[src/rtl/ledenc_pkg.sv]
package ledenc_pkg;

  localparam int unsigned WORD_W = 24;
  localparam int unsigned SLOTS_PER_BIT = 3;

  typedef enum logic [1:0] {
    ST_IDLE  = 2'd0,
    ST_SEND  = 2'd1,
    ST_STALL = 2'd2,
    ST_LATCH = 2'd3
  } enc_state_t;

  // Reorder an R,G,B word into the on-wire sequence G,R,B.
  function automatic logic [WORD_W-1:0] wire_order(input logic [WORD_W-1:0] rgb);
    return {rgb[15:8], rgb[23:16], rgb[7:0]};
  endfunction

  // Line level during a given slot of a symbol carrying bit b.
  function automatic logic slot_level(input logic b, input logic [1:0] slot);
    logic lvl;
    case (slot)
      2'd0:    lvl = 1'b1;
      2'd1:    lvl = b;
      default: lvl = 1'b0;
    endcase
    return lvl;
  endfunction

endpackage

[src/rtl/ledenc_slot_timer.sv]
module ledenc_slot_timer #(
  parameter int unsigned CLK_DIV = 52
) (
  input  logic clk,
  input  logic rst_n,
  output logic slot_tick
);
  localparam int unsigned CNT_W = (CLK_DIV > 1) ? $clog2(CLK_DIV) : 1;
  localparam logic [CNT_W-1:0] CNT_MAX = CNT_W'(CLK_DIV - 1);

  logic [CNT_W-1:0] cnt_q;

  always_ff @(posedge clk) begin
    if (!rst_n)                cnt_q <= '0;
    else if (cnt_q == CNT_MAX) cnt_q <= '0;
    else                       cnt_q <= cnt_q + 1'b1;
  end

  assign slot_tick = (cnt_q == CNT_MAX);

  generate
    if (CLK_DIV > 1) begin : g_tick_chk
      assert_tick_isolated_R5: assert property (@(posedge clk) disable iff (!rst_n)
        slot_tick |=> !slot_tick);
    end
  endgenerate
endmodule

[src/rtl/ledenc_hold_reg.sv]
module ledenc_hold_reg
  import ledenc_pkg::*;
(
  input  logic              clk,
  input  logic              rst_n,
  input  logic              in_valid,
  output logic              in_ready,
  input  logic [WORD_W-1:0] in_rgb,
  input  logic              in_last,
  input  logic              take,
  output logic              held,
  output logic [WORD_W-1:0] held_rgb,
  output logic              held_last
);
  logic accept;

  assign in_ready = !held;
  assign accept   = in_valid && in_ready;

  always_ff @(posedge clk) begin
    if (!rst_n) begin
      held      <= 1'b0;
      held_rgb  <= '0;
      held_last <= 1'b0;
    end else if (take) begin
      held <= 1'b0;
    end else if (accept) begin
      held      <= 1'b1;
      held_rgb  <= in_rgb;
      held_last <= in_last;
    end
  end

  assert_hold_kept_R9: assert property (@(posedge clk) disable iff (!rst_n)
    (held && !take) |=> (held && $stable(held_rgb) && $stable(held_last)));
  assert_take_only_full_R9: assert property (@(posedge clk) disable iff (!rst_n)
    take |-> held);
endmodule

[src/rtl/ledenc_symbol_fsm.sv]
module ledenc_symbol_fsm
  import ledenc_pkg::*;
#(
  parameter int unsigned RESET_SLOTS = 120
) (
  input  logic              clk,
  input  logic              rst_n,
  input  logic              slot_tick,
  input  logic              held,
  input  logic [WORD_W-1:0] held_rgb,
  input  logic              held_last,
  output logic              take,
  output logic              line,
  output logic              underrun
);
  localparam int unsigned BIT_W = $clog2(WORD_W);
  localparam logic [BIT_W-1:0] LAST_BIT = BIT_W'(WORD_W - 1);
  localparam int unsigned RC_W = (RESET_SLOTS > 1) ? $clog2(RESET_SLOTS) : 1;
  localparam logic [RC_W-1:0] RC_MAX = RC_W'(RESET_SLOTS - 1);

  enc_state_t        st_q;
  logic [WORD_W-1:0] sh_q;
  logic [BIT_W-1:0]  bit_q;
  logic [1:0]        slot_q;
  logic [RC_W-1:0]   rc_q;
  logic              last_q;

  // Named events for the assertions.
  logic sym_end, word_end, load_evt, stall_evt;

  assign sym_end   = slot_tick && (st_q == ST_SEND) && (slot_q == 2'd2);
  assign word_end  = sym_end && (bit_q == LAST_BIT);
  assign load_evt  = slot_tick && held &&
                     ((st_q == ST_IDLE) || (st_q == ST_STALL) || (word_end && !last_q));
  assign stall_evt = word_end && !last_q && !held;
  assign take      = load_evt;

  always_ff @(posedge clk) begin
    if (!rst_n) begin
      st_q   <= ST_IDLE;
      sh_q   <= '0;
      bit_q  <= '0;
      slot_q <= '0;
      rc_q   <= '0;
      last_q <= 1'b0;
      line   <= 1'b0;
    end else if (load_evt) begin
      st_q   <= ST_SEND;
      sh_q   <= wire_order(held_rgb);
      last_q <= held_last;
      bit_q  <= '0;
      slot_q <= '0;
      line   <= 1'b1;
    end else if (slot_tick) begin
      case (st_q)
        ST_SEND: begin
          if (slot_q == 2'd2) begin
            if (bit_q == LAST_BIT) begin
              line <= 1'b0;
              if (last_q) begin
                st_q <= ST_LATCH;
                rc_q <= '0;
              end else begin
                st_q <= ST_STALL;
              end
            end else begin
              sh_q   <= {sh_q[WORD_W-2:0], 1'b0};
              bit_q  <= bit_q + 1'b1;
              slot_q <= '0;
              line   <= 1'b1;
            end
          end else begin
            slot_q <= slot_q + 2'd1;
            line   <= slot_level(sh_q[WORD_W-1], 2'(slot_q + 2'd1));
          end
        end
        ST_LATCH: begin
          line <= 1'b0;
          if (rc_q == RC_MAX) st_q <= ST_IDLE;
          else                rc_q <= rc_q + 1'b1;
        end
        default: line <= 1'b0;
      endcase
    end
  end

  assign underrun = (st_q == ST_STALL);

  assert_sym_head_high_R4: assert property (@(posedge clk) disable iff (!rst_n)
    load_evt |=> line);
  assert_sym_tail_low_R4: assert property (@(posedge clk) disable iff (!rst_n)
    (st_q == ST_SEND && slot_q == 2'd2) |-> !line);
  assert_slot_in_range_R4: assert property (@(posedge clk) disable iff (!rst_n)
    slot_q != 2'd3);
  assert_latch_low_R7: assert property (@(posedge clk) disable iff (!rst_n)
    (st_q == ST_LATCH) |-> !line);
  assert_stall_low_R8: assert property (@(posedge clk) disable iff (!rst_n)
    underrun |-> !line);
  assert_stall_entry_R8: assert property (@(posedge clk) disable iff (!rst_n)
    stall_evt |=> underrun);
endmodule

[src/rtl/led_stream_encoder.sv]
module led_stream_encoder
  import ledenc_pkg::*;
#(
  parameter int unsigned CLK_DIV     = 52,
  parameter int unsigned RESET_SLOTS = 120
) (
  input  logic        clk,
  input  logic        rst_n,
  input  logic        pix_valid,
  output logic        pix_ready,
  input  logic [23:0] pix_rgb,
  input  logic        pix_last,
  output logic        led_line,
  output logic        underrun
);
  logic              slot_tick;
  logic              take;
  logic              held;
  logic [WORD_W-1:0] held_rgb;
  logic              held_last;

  ledenc_slot_timer #(.CLK_DIV(CLK_DIV)) u_timer (
    .clk       (clk),
    .rst_n     (rst_n),
    .slot_tick (slot_tick)
  );

  ledenc_hold_reg u_hold (
    .clk       (clk),
    .rst_n     (rst_n),
    .in_valid  (pix_valid),
    .in_ready  (pix_ready),
    .in_rgb    (pix_rgb),
    .in_last   (pix_last),
    .take      (take),
    .held      (held),
    .held_rgb  (held_rgb),
    .held_last (held_last)
  );

  ledenc_symbol_fsm #(.RESET_SLOTS(RESET_SLOTS)) u_fsm (
    .clk       (clk),
    .rst_n     (rst_n),
    .slot_tick (slot_tick),
    .held      (held),
    .held_rgb  (held_rgb),
    .held_last (held_last),
    .take      (take),
    .line      (led_line),
    .underrun  (underrun)
  );

  assert_ready_tracks_empty_R9: assert property (@(posedge clk) disable iff (!rst_n)
    (pix_valid && pix_ready) |=> !pix_ready);
endmodule

[config.mk]
export PLATFORM = sky130hd
export DESIGN_NAME = led_stream_encoder
export DESIGN_NICKNAME = d
export VERILOG_FILES = /design/src/rtl/ledenc_pkg.sv /design/src/rtl/ledenc_slot_timer.sv /design/src/rtl/ledenc_hold_reg.sv /design/src/rtl/ledenc_symbol_fsm.sv /design/src/rtl/led_stream_encoder.sv
export SDC_FILE = /design/constraint.sdc
export NUM_CORES = 1
export LEC_CHECK = 0
export ABC_AREA = 1
export BUFFER_PORTS_ARGS = -buffer_cell sky130_fd_sc_hd__buf_2
export CORE_ASPECT_RATIO = 1.2
export CORE_MARGIN = 3
export CORE_UTILIZATION = 58
export CTS_CLUSTER_DIAMETER = 30
export CTS_CLUSTER_SIZE = 24
export DETAILED_ROUTE_END_ITERATION = 12
export GPL_ROUTABILITY_DRIVEN = 1
export PLACE_DENSITY = 0.86
export SLEW_MARGIN = 20
export SYNTH_ARGS = -nofsm -noshare
export SYNTH_HDL_FRONTEND = slang
export SYNTH_SLANG_ARGS = --single-unit
[constraint.sdc]
create_clock -name clk -period 2.05 [get_ports clk]
set_clock_uncertainty 0.2 [all_clocks]
set_input_delay 0.1025 -clock clk [delete_from_list [all_inputs] [get_ports clk]]
set_output_delay 0.1025 -clock clk [all_outputs]
set_load 0.03 [all_outputs]
==> flow_metrics.env, run 1 <==
export IMPL_cts_max_level=3
export IMPL_hpwlAfterDp_mm=4.40
export IMPL_yosysWarnings=0
export IMPL_synth_top_family_by_area="simple AND/OR/NAND/NOR gates"
export IMPL_cap_violations=0
export IMPL_die_h_um=88.6
export IMPL_die_area_mm2=0.00664
export IMPL_r2r_slack_ns=0.17
export IMPL_grt_pass1_vias=2846
export IMPL_numCtsBuffers=9
export IMPL_power_mw=2.83
export IMPL_period_share_pct=91.5
export IMPL_cts_root_buf="clkbuf_8"
export IMPL_syn2layout_area_growth_pct=22.8
export IMPL_worst_pin_slew_ns=0.397
export IMPL_finalWorstSetupSlack_ns=0.174
export IMPL_ys_top_cells_by_area="dfxtp_1 (45%), nor2_1 (10%), nand2_1 (9.9%), a21oi_1 (6.5%), o21ai_0 (3.9%)"
export IMPL_synth_compound_area_share_pct=14.8
export IMPL_slew_viol_final=0
export IMPL_synth_top_area_cell="dfxtp_1"
export IMPL_dpl_cell_count=533
export IMPL_antenna_left=0
export IMPL_grt_start_max_net_pins=48
export IMPL_hold_violations=0
export IMPL_path_class="reg2reg"
export IMPL_status="finished, final reports clean"
export IMPL_final_nets=544
export IMPL_synth_xor_area_share_pct=1.86
export IMPL_seq_area_frac_synth_pct=44.9
export IMPL_final_seq_area_mm2=0.00148
export IMPL_worstHoldPathCells=1
export IMPL_synth_edf_count=0
export IMPL_crit_start="u_timer.cnt_q[0]$_SDFF_PP0_"
export IMPL_antenna_found_initial=0
export IMPL_setup_viol=0
export IMPL_die_x_um=74.9
export IMPL_cp_end_kind="flip-flop"
export IMPL_synth_flop_cell="dfxtp_1"
export IMPL_syn_area_mm2=0.00330
export IMPL_r2r_start="u_timer.cnt_q[0]$_SDFF_PP0_"
export IMPL_max_slew_margin_rel_pct=73.4
export IMPL_nFillCells=396
export IMPL_grt_pass1_wl_mm=11.7
export IMPL_drive_gt1_share_pct=15.6
export IMPL_first_pass_iters=5
export IMPL_drt_total_wl_mm=7.03
export IMPL_track_usage_pct=22.8
export IMPL_drtIter0Drc=115
export IMPL_cts_tree="done"
export IMPL_vias=3056
export IMPL_stdcell_count=576
export IMPL_via_per_inst=5.31
export IMPL_worstPathRequired_ns=2.10
export IMPL_r2r_end="u_fsm.sh_q[17]$_SDFFE_PN0P_"
export IMPL_power_density_mw_per_mm2=698
export IMPL_postSynth_asyncResetShare_pct=0
export IMPL_synth_fp_nets=483
export IMPL_worst_setup_path_start_kind="flip-flop"
export IMPL_synthAdderAreaFrac_pct=2.65
export IMPL_fin_area_mm2=0.00405
export IMPL_muxShareOfSynthArea_pct=0
export IMPL_clock_path_buffers=2
export IMPL_hold_path_class="reg2reg"
export IMPL_dpl_instance_area_mm2=0.00354
export IMPL_synthSimpleGateAreaFrac_pct=29.6
export IMPL_clk_latency_ns=0.35
export IMPL_antenna_cells=0
export IMPL_synthCells=448
export IMPL_power_leakage_nw=1.73
export IMPL_clkTransAtPathRegs_ns=0.08
export IMPL_crit_end="u_fsm.sh_q[17]$_SDFFE_PN0P_"
export IMPL_rows=29
export IMPL_drc=0
export IMPL_timing_final_crit_period_ns=1.88
export IMPL_pin_count=31
export IMPL_grt_overflow_total=0
export IMPL_rr_worst_depth=9
export IMPL_ir_drop_uv=477
export IMPL_synth_top_area_share_pct=44.9
export IMPL_place_congestion=0.845
export IMPL_max_freq_ghz=0.533
export IMPL_ys_ff_latch=74
export IMPL_synth_cell_types=37
export IMPL_cts_sinks=74
export IMPL_postSynthAreaPerCell_um2=7.37
export IMPL_multiInputGateArea_mm2=0.00165
export IMPL_rsz0062_at_grt="false"
export IMPL_port_buffers=30
export IMPL_wl_per_cell_um=12.2
export IMPL_setup_tns_ns=0
export IMPL_path_max_fanout=27
export IMPL_start_util_pct=61.1
export IMPL_pre_cts_ws_ns=0.0548
export IMPL_core_area_mm2=0.00541
export IMPL_worstPathArrival_ns=1.92
## final cells by class
cell class / count / area share, %
clock inverters: 6 / 1.64
repair buffers: 68 / 13.3
clock buffers: 10 / 3.40
flip-flops and latches: 74 / 36.6
multi-input cells: 330 / 40.7
well taps: 62 / 1.91
inverters: 26 / 2.41
## state kept, by name, indices dropped and copies added (netlist names)
signal	flops
u_fsm.sh_q	24
u_fsm.last_q	1
u_fsm.st_q	2
u_hold.held	1
u_hold.held_last	1
u_fsm.slot_q	2
u_timer.cnt_q	6
u_hold.held_rgb	24
u_fsm.bit_q	5
u_fsm.rc_q	7
u_fsm.line	1
## power breakdown
group | switching (mW) | total, mW | leakage, nW | internal [mW]
combinational | 0.0979 | 0.188 | 1.03 | 0.0899
sequential | 0.0224 | 1.50 | 0.604 | 1.48
clock | 0.542 | 1.14 | 0.0945 | 0.594
## logic make-up after synthesis
group | Yosys count
adder cells (fa/ha/maj) | 7
AO/OA/AOI/OAI | 95
XOR/XNOR | 7
AND/OR/NAND/NOR | 221
buffers and inverters | 44
flip-flops | 74
## cells in the mapped netlist, drive strengths merged (3+ instances only)
| cell | instances |
|---|---|
| nand2 | 93 |
| ha | 7 |
| nor3 | 3 |
| dfxtp | 74 |
| xor2 | 5 |
| o21ai | 47 |
| clkinv | 5 |
| nor2 | 91 |
| nand4 | 3 |
| a21oi | 44 |
| clkbuf | 7 |
| inv | 21 |
| buf | 11 |
| nand3 | 25 |
## repair_timing
action | CTS | global route
hold buffers | 27 | 0
setup buffers | 0 | 0
endpoints found under the hold margin | 35 | 0
endpoints found under the setup margin | 0 | 40
gates resized for setup | 0 | 9
## routing by layer
layer | track usage [%] | vias to the layer above | routed length (um)
met4 | 8.25 | 0 | 96
met2 | 41.1 | 59 | 3680
met3 | 5.57 | 8 | 248
met5 | 0 | - | 0
met1 | 25.5 | 1405 | 3000
li1 | - | 1584 | -
## how the worst min path moves through the flow
stage | startpoint | endpoint
floorplan | pix_last | u_hold.held_last$_SDFFE_PN0P_
global placement | pix_rgb[5] | u_hold.held_rgb[5]$_SDFFE_PN0P_
finish | u_timer.cnt_q[0]$_SDFF_PP0_ | u_timer.cnt_q[0]$_SDFF_PP0_
global route | u_timer.cnt_q[0]$_SDFF_PP0_ | u_timer.cnt_q[0]$_SDFF_PP0_
CTS | u_timer.cnt_q[0]$_SDFF_PP0_ | u_timer.cnt_q[0]$_SDFF_PP0_
detailed placement | pix_rgb[11] | u_hold.held_rgb[11]$_SDFFE_PN0P_
## layout by cell type (no fill, tap or decap), types with 2 or more instances in the layout
master and count:
a21oi_1 43, nor2_1 88, nand2_2 4, buf_12 3, ha_2 2, dfxtp_1 72
buf_4 8, buf_2 30, nand4_1 2, clkbuf_8 10, xnor2_1 2, ha_1 4
nand2_1 86, o21ai_1 21, nor3_1 2, nand3b_1 2, dfxtp_2 2, nand3_1 23
nand2_4 3, inv_1 19, clkinvlp_4 3, inv_2 2, nand3_4 2, xor2_1 5
o21ai_0 26, clkinv_1 5, dlygate4sd3_1 27
## critical path, cell delays in order, from the launching register on
cell	delay (ns)
dfxtp_1	0.36
ha_2	0.23
nand3_4	0.16
nor2_8	0.17
nand2_2	0.08
nand2_4	0.09
nand2_4	0.09
buf_12	0.18
o21ai_1	0.15
nor2_1	0.06
## through the flow
stage | util, % | hold slack, ns
floorplan | - | 0.0374
global placement | 65.5 | 0.125
detailed placement | 65.5 | 0.131
CTS | 74.3 | 0.252
global route | 75.0 | 0.294
finish | 75.0 | 0.248
Power figures use the tool's default switching activity.
==> inputs of run 2 (changes only) <==
==> constraint.sdc (replaced) <==
create_clock -name clk -period 2.05 [get_ports clk]
set_clock_uncertainty 0.2 [all_clocks]
set_input_delay 0.41 -clock clk [delete_from_list [all_inputs] [get_ports clk]]
set_output_delay 0.41 -clock clk [all_outputs]
set_load 0.03 [all_outputs]
==> run 2 against run 1 <==
Clock-buffer cell count rose by 3; worst hold slack got worse by 0.16 ns; largest cell class unchanged; sequential share of layout area rose by 2.3 points; maximum frequency fell by 2.4%; register-to-register slack got worse by 0.05 ns; cell count fell by 4.0%; clock power fell by 14%; die area did not move.
==> flow_metrics.env, run 2 (synthesis gave the netlist of run 1 again) <==
export IMPL_status="finished, final reports clean"
export IMPL_cts_root_buf="clkbuf_8"
export IMPL_grt_pass1_vias=2778
export IMPL_clk_latency_ns=0.34
export IMPL_r2r_end="u_fsm.rc_q[2]$_SDFFE_PN0P_"
export IMPL_via_per_inst=5.36
export IMPL_final_cell_mix="nor2_1 (88), nand2_1 (87), dfxtp_1 (72)"
export IMPL_clkTransAtPathRegs_ns=0.07
export IMPL_rr_worst_depth=9
export IMPL_first_pass_iters=4
export IMPL_worst_setup_path_start_kind="flip-flop"
export IMPL_final_nets=522
export IMPL_syn2layout_area_growth_pct=15.5
export IMPL_top_regs="u_fsm.sh_q x24, u_hold.held_rgb x24, u_fsm.rc_q x7"
export IMPL_stdcell_count=553
export IMPL_timing_final_crit_period_ns=1.92
export IMPL_grt_overflow_total=0
export IMPL_hold_path_class="in2reg"
export IMPL_core_area_mm2=0.00541
export IMPL_die_h_um=88.6
export IMPL_antenna_cells=0
export IMPL_antenna_left=0
export IMPL_r2r_slack_ns=0.13
export IMPL_power_leakage_nw=1.65
export IMPL_worstPathArrival_ns=1.96
export IMPL_grt_pass1_wl_mm=11.3
export IMPL_clock_path_buffers=2
export IMPL_vias=2962
export IMPL_die_x_um=74.9
export IMPL_slew_viol_final=0
export IMPL_pin_count=31
export IMPL_worst_pin_slew_ns=0.398
export IMPL_cts_max_level=3
export IMPL_hold_violations=0
export IMPL_track_usage_pct=21.8
export IMPL_cts_tree="done"
export IMPL_cts_sinks=74
export IMPL_dpl_cell_count=534
export IMPL_final_common_cell="nor2_1"
export IMPL_hold_start="pix_rgb[11]"
export IMPL_drc=0
export IMPL_r2r_start="u_fsm.slot_q[0]$_SDFFE_PP0P_"
export IMPL_drt_total_wl_mm=6.67
export IMPL_worstPathRequired_ns=2.09
export IMPL_ir_drop_uv=592
export IMPL_max_slew_margin_rel_pct=73.5
export IMPL_grt_start_max_net_pins=35
export IMPL_place_congestion=0.854
export IMPL_cap_violations=0
export IMPL_max_freq_ghz=0.520
export IMPL_rows=29
export IMPL_start_util_pct=61.1
export IMPL_wl_per_cell_um=12.1
export IMPL_worstHoldPathCells=3
export IMPL_die_area_mm2=0.00664
export IMPL_drive_gt1_share_pct=16.9
export IMPL_hold_end="u_hold.held_rgb[11]$_SDFFE_PN0P_"
export IMPL_path_max_fanout=8
export IMPL_pre_cts_ws_ns=0.0857
export IMPL_drtIter0Drc=96
export IMPL_port_buffers=30
export IMPL_hpwlAfterDp_mm=4.63
export IMPL_power_density_mw_per_mm2=692
export IMPL_period_share_pct=93.8
export IMPL_numCtsBuffers=9
export IMPL_antenna_found_initial=0
export IMPL_whs_ns=0.0908
export IMPL_cp_end_kind="flip-flop"
export IMPL_setup_viol=0
export IMPL_finalWorstSetupSlack_ns=0.127
export IMPL_path_class="reg2reg"
-- run 2: cell count changes in the layout (fill, tap and decap cells not counted), moves of 2 or more --
cell and change:
clkinvlp_4 -2, buf_4 +3, clkbuf_1 +2, dlygate4sd3_1 -27
-- run 2: final cells by class --
class                   instances  area, um^2
inverters                      26        97.6
fillers                       451        1590
flip-flops and latches         74        1480
repair buffers                 46         338
well taps                      62        77.6
multi-input cells             330        1640
clock buffers                  13         159
clock inverters                 2        12.5
-- run 2: how the worst max path moves through the flow --
stage	end	slack (ns)	cells past startpoint	start
after global placement	u_fsm.rc_q[2]$_SDFFE_PN0P_	0.13	9	u_fsm.slot_q[0]$_SDFFE_PP0P_
after detailed placement	u_fsm.rc_q[4]$_SDFFE_PN0P_	0.09	9	u_fsm.slot_q[0]$_SDFFE_PP0P_
after global routing	u_fsm.sh_q[22]$_SDFFE_PN0P_	-0.01	11	u_fsm.slot_q[0]$_SDFFE_PP0P_
after CTS	u_fsm.rc_q[4]$_SDFFE_PN0P_	0.06	9	u_fsm.slot_q[0]$_SDFFE_PP0P_
after floorplan	u_fsm.sh_q[10]$_SDFFE_PN0P_	0.23	10	u_fsm.slot_q[0]$_SDFFE_PP0P_
final	u_fsm.rc_q[2]$_SDFFE_PN0P_	0.13	9	u_fsm.slot_q[0]$_SDFFE_PP0P_
-- run 2: critical path, cell delays in order (launching register included) --
cell and delay (ns):
dfxtp_1 0.34, inv_1 0.09, ha_2 0.27, nand3_1 0.11
buf_4 0.16, nand2_1 0.12, nand4_2 0.22, nor2_1 0.15
nor2_1 0.05, and2_1 0.12
-- run 2: stage by stage --
step / instance area, um^2 / power [mW] / util (%) / TNS [ns]
3_3_place_gp: 3560 / 1.68 / 65.9 / 0
4_1_cts: 3730 / 2.67 / 69.1 / 0
6_report: 3810 / 2.64 / 70.5 / 0
5_1_grt: 3810 / 2.77 / 70.5 / -0.0140
3_5_place_dp: 3560 / 1.69 / 65.9 / 0
2_1_floorplan: 3300 / 1.62 / - / 0
-- run 2: per-layer routing --
layer / vias up / wire length (um) / track usage [%]
li1: 1538 / - / -
met1: 1343 / 2900 / 24.7
met2: 70 / 3400 / 38.8
met3: 11 / 288 / 5.00
met4: 0 / 78 / 8.58
met5: - / 0 / 0
-- run 2: report_power, final --
part           switching (mW)  internal, mW
Clock                   0.486         0.498
Combinational          0.0907        0.0593
Sequential             0.0228          1.48
-- run 2: timing repair --
action	CTS	global route
hold buffers	0	0
endpoints found under the setup margin	0	35
gates resized for setup	0	9
setup buffers	0	3
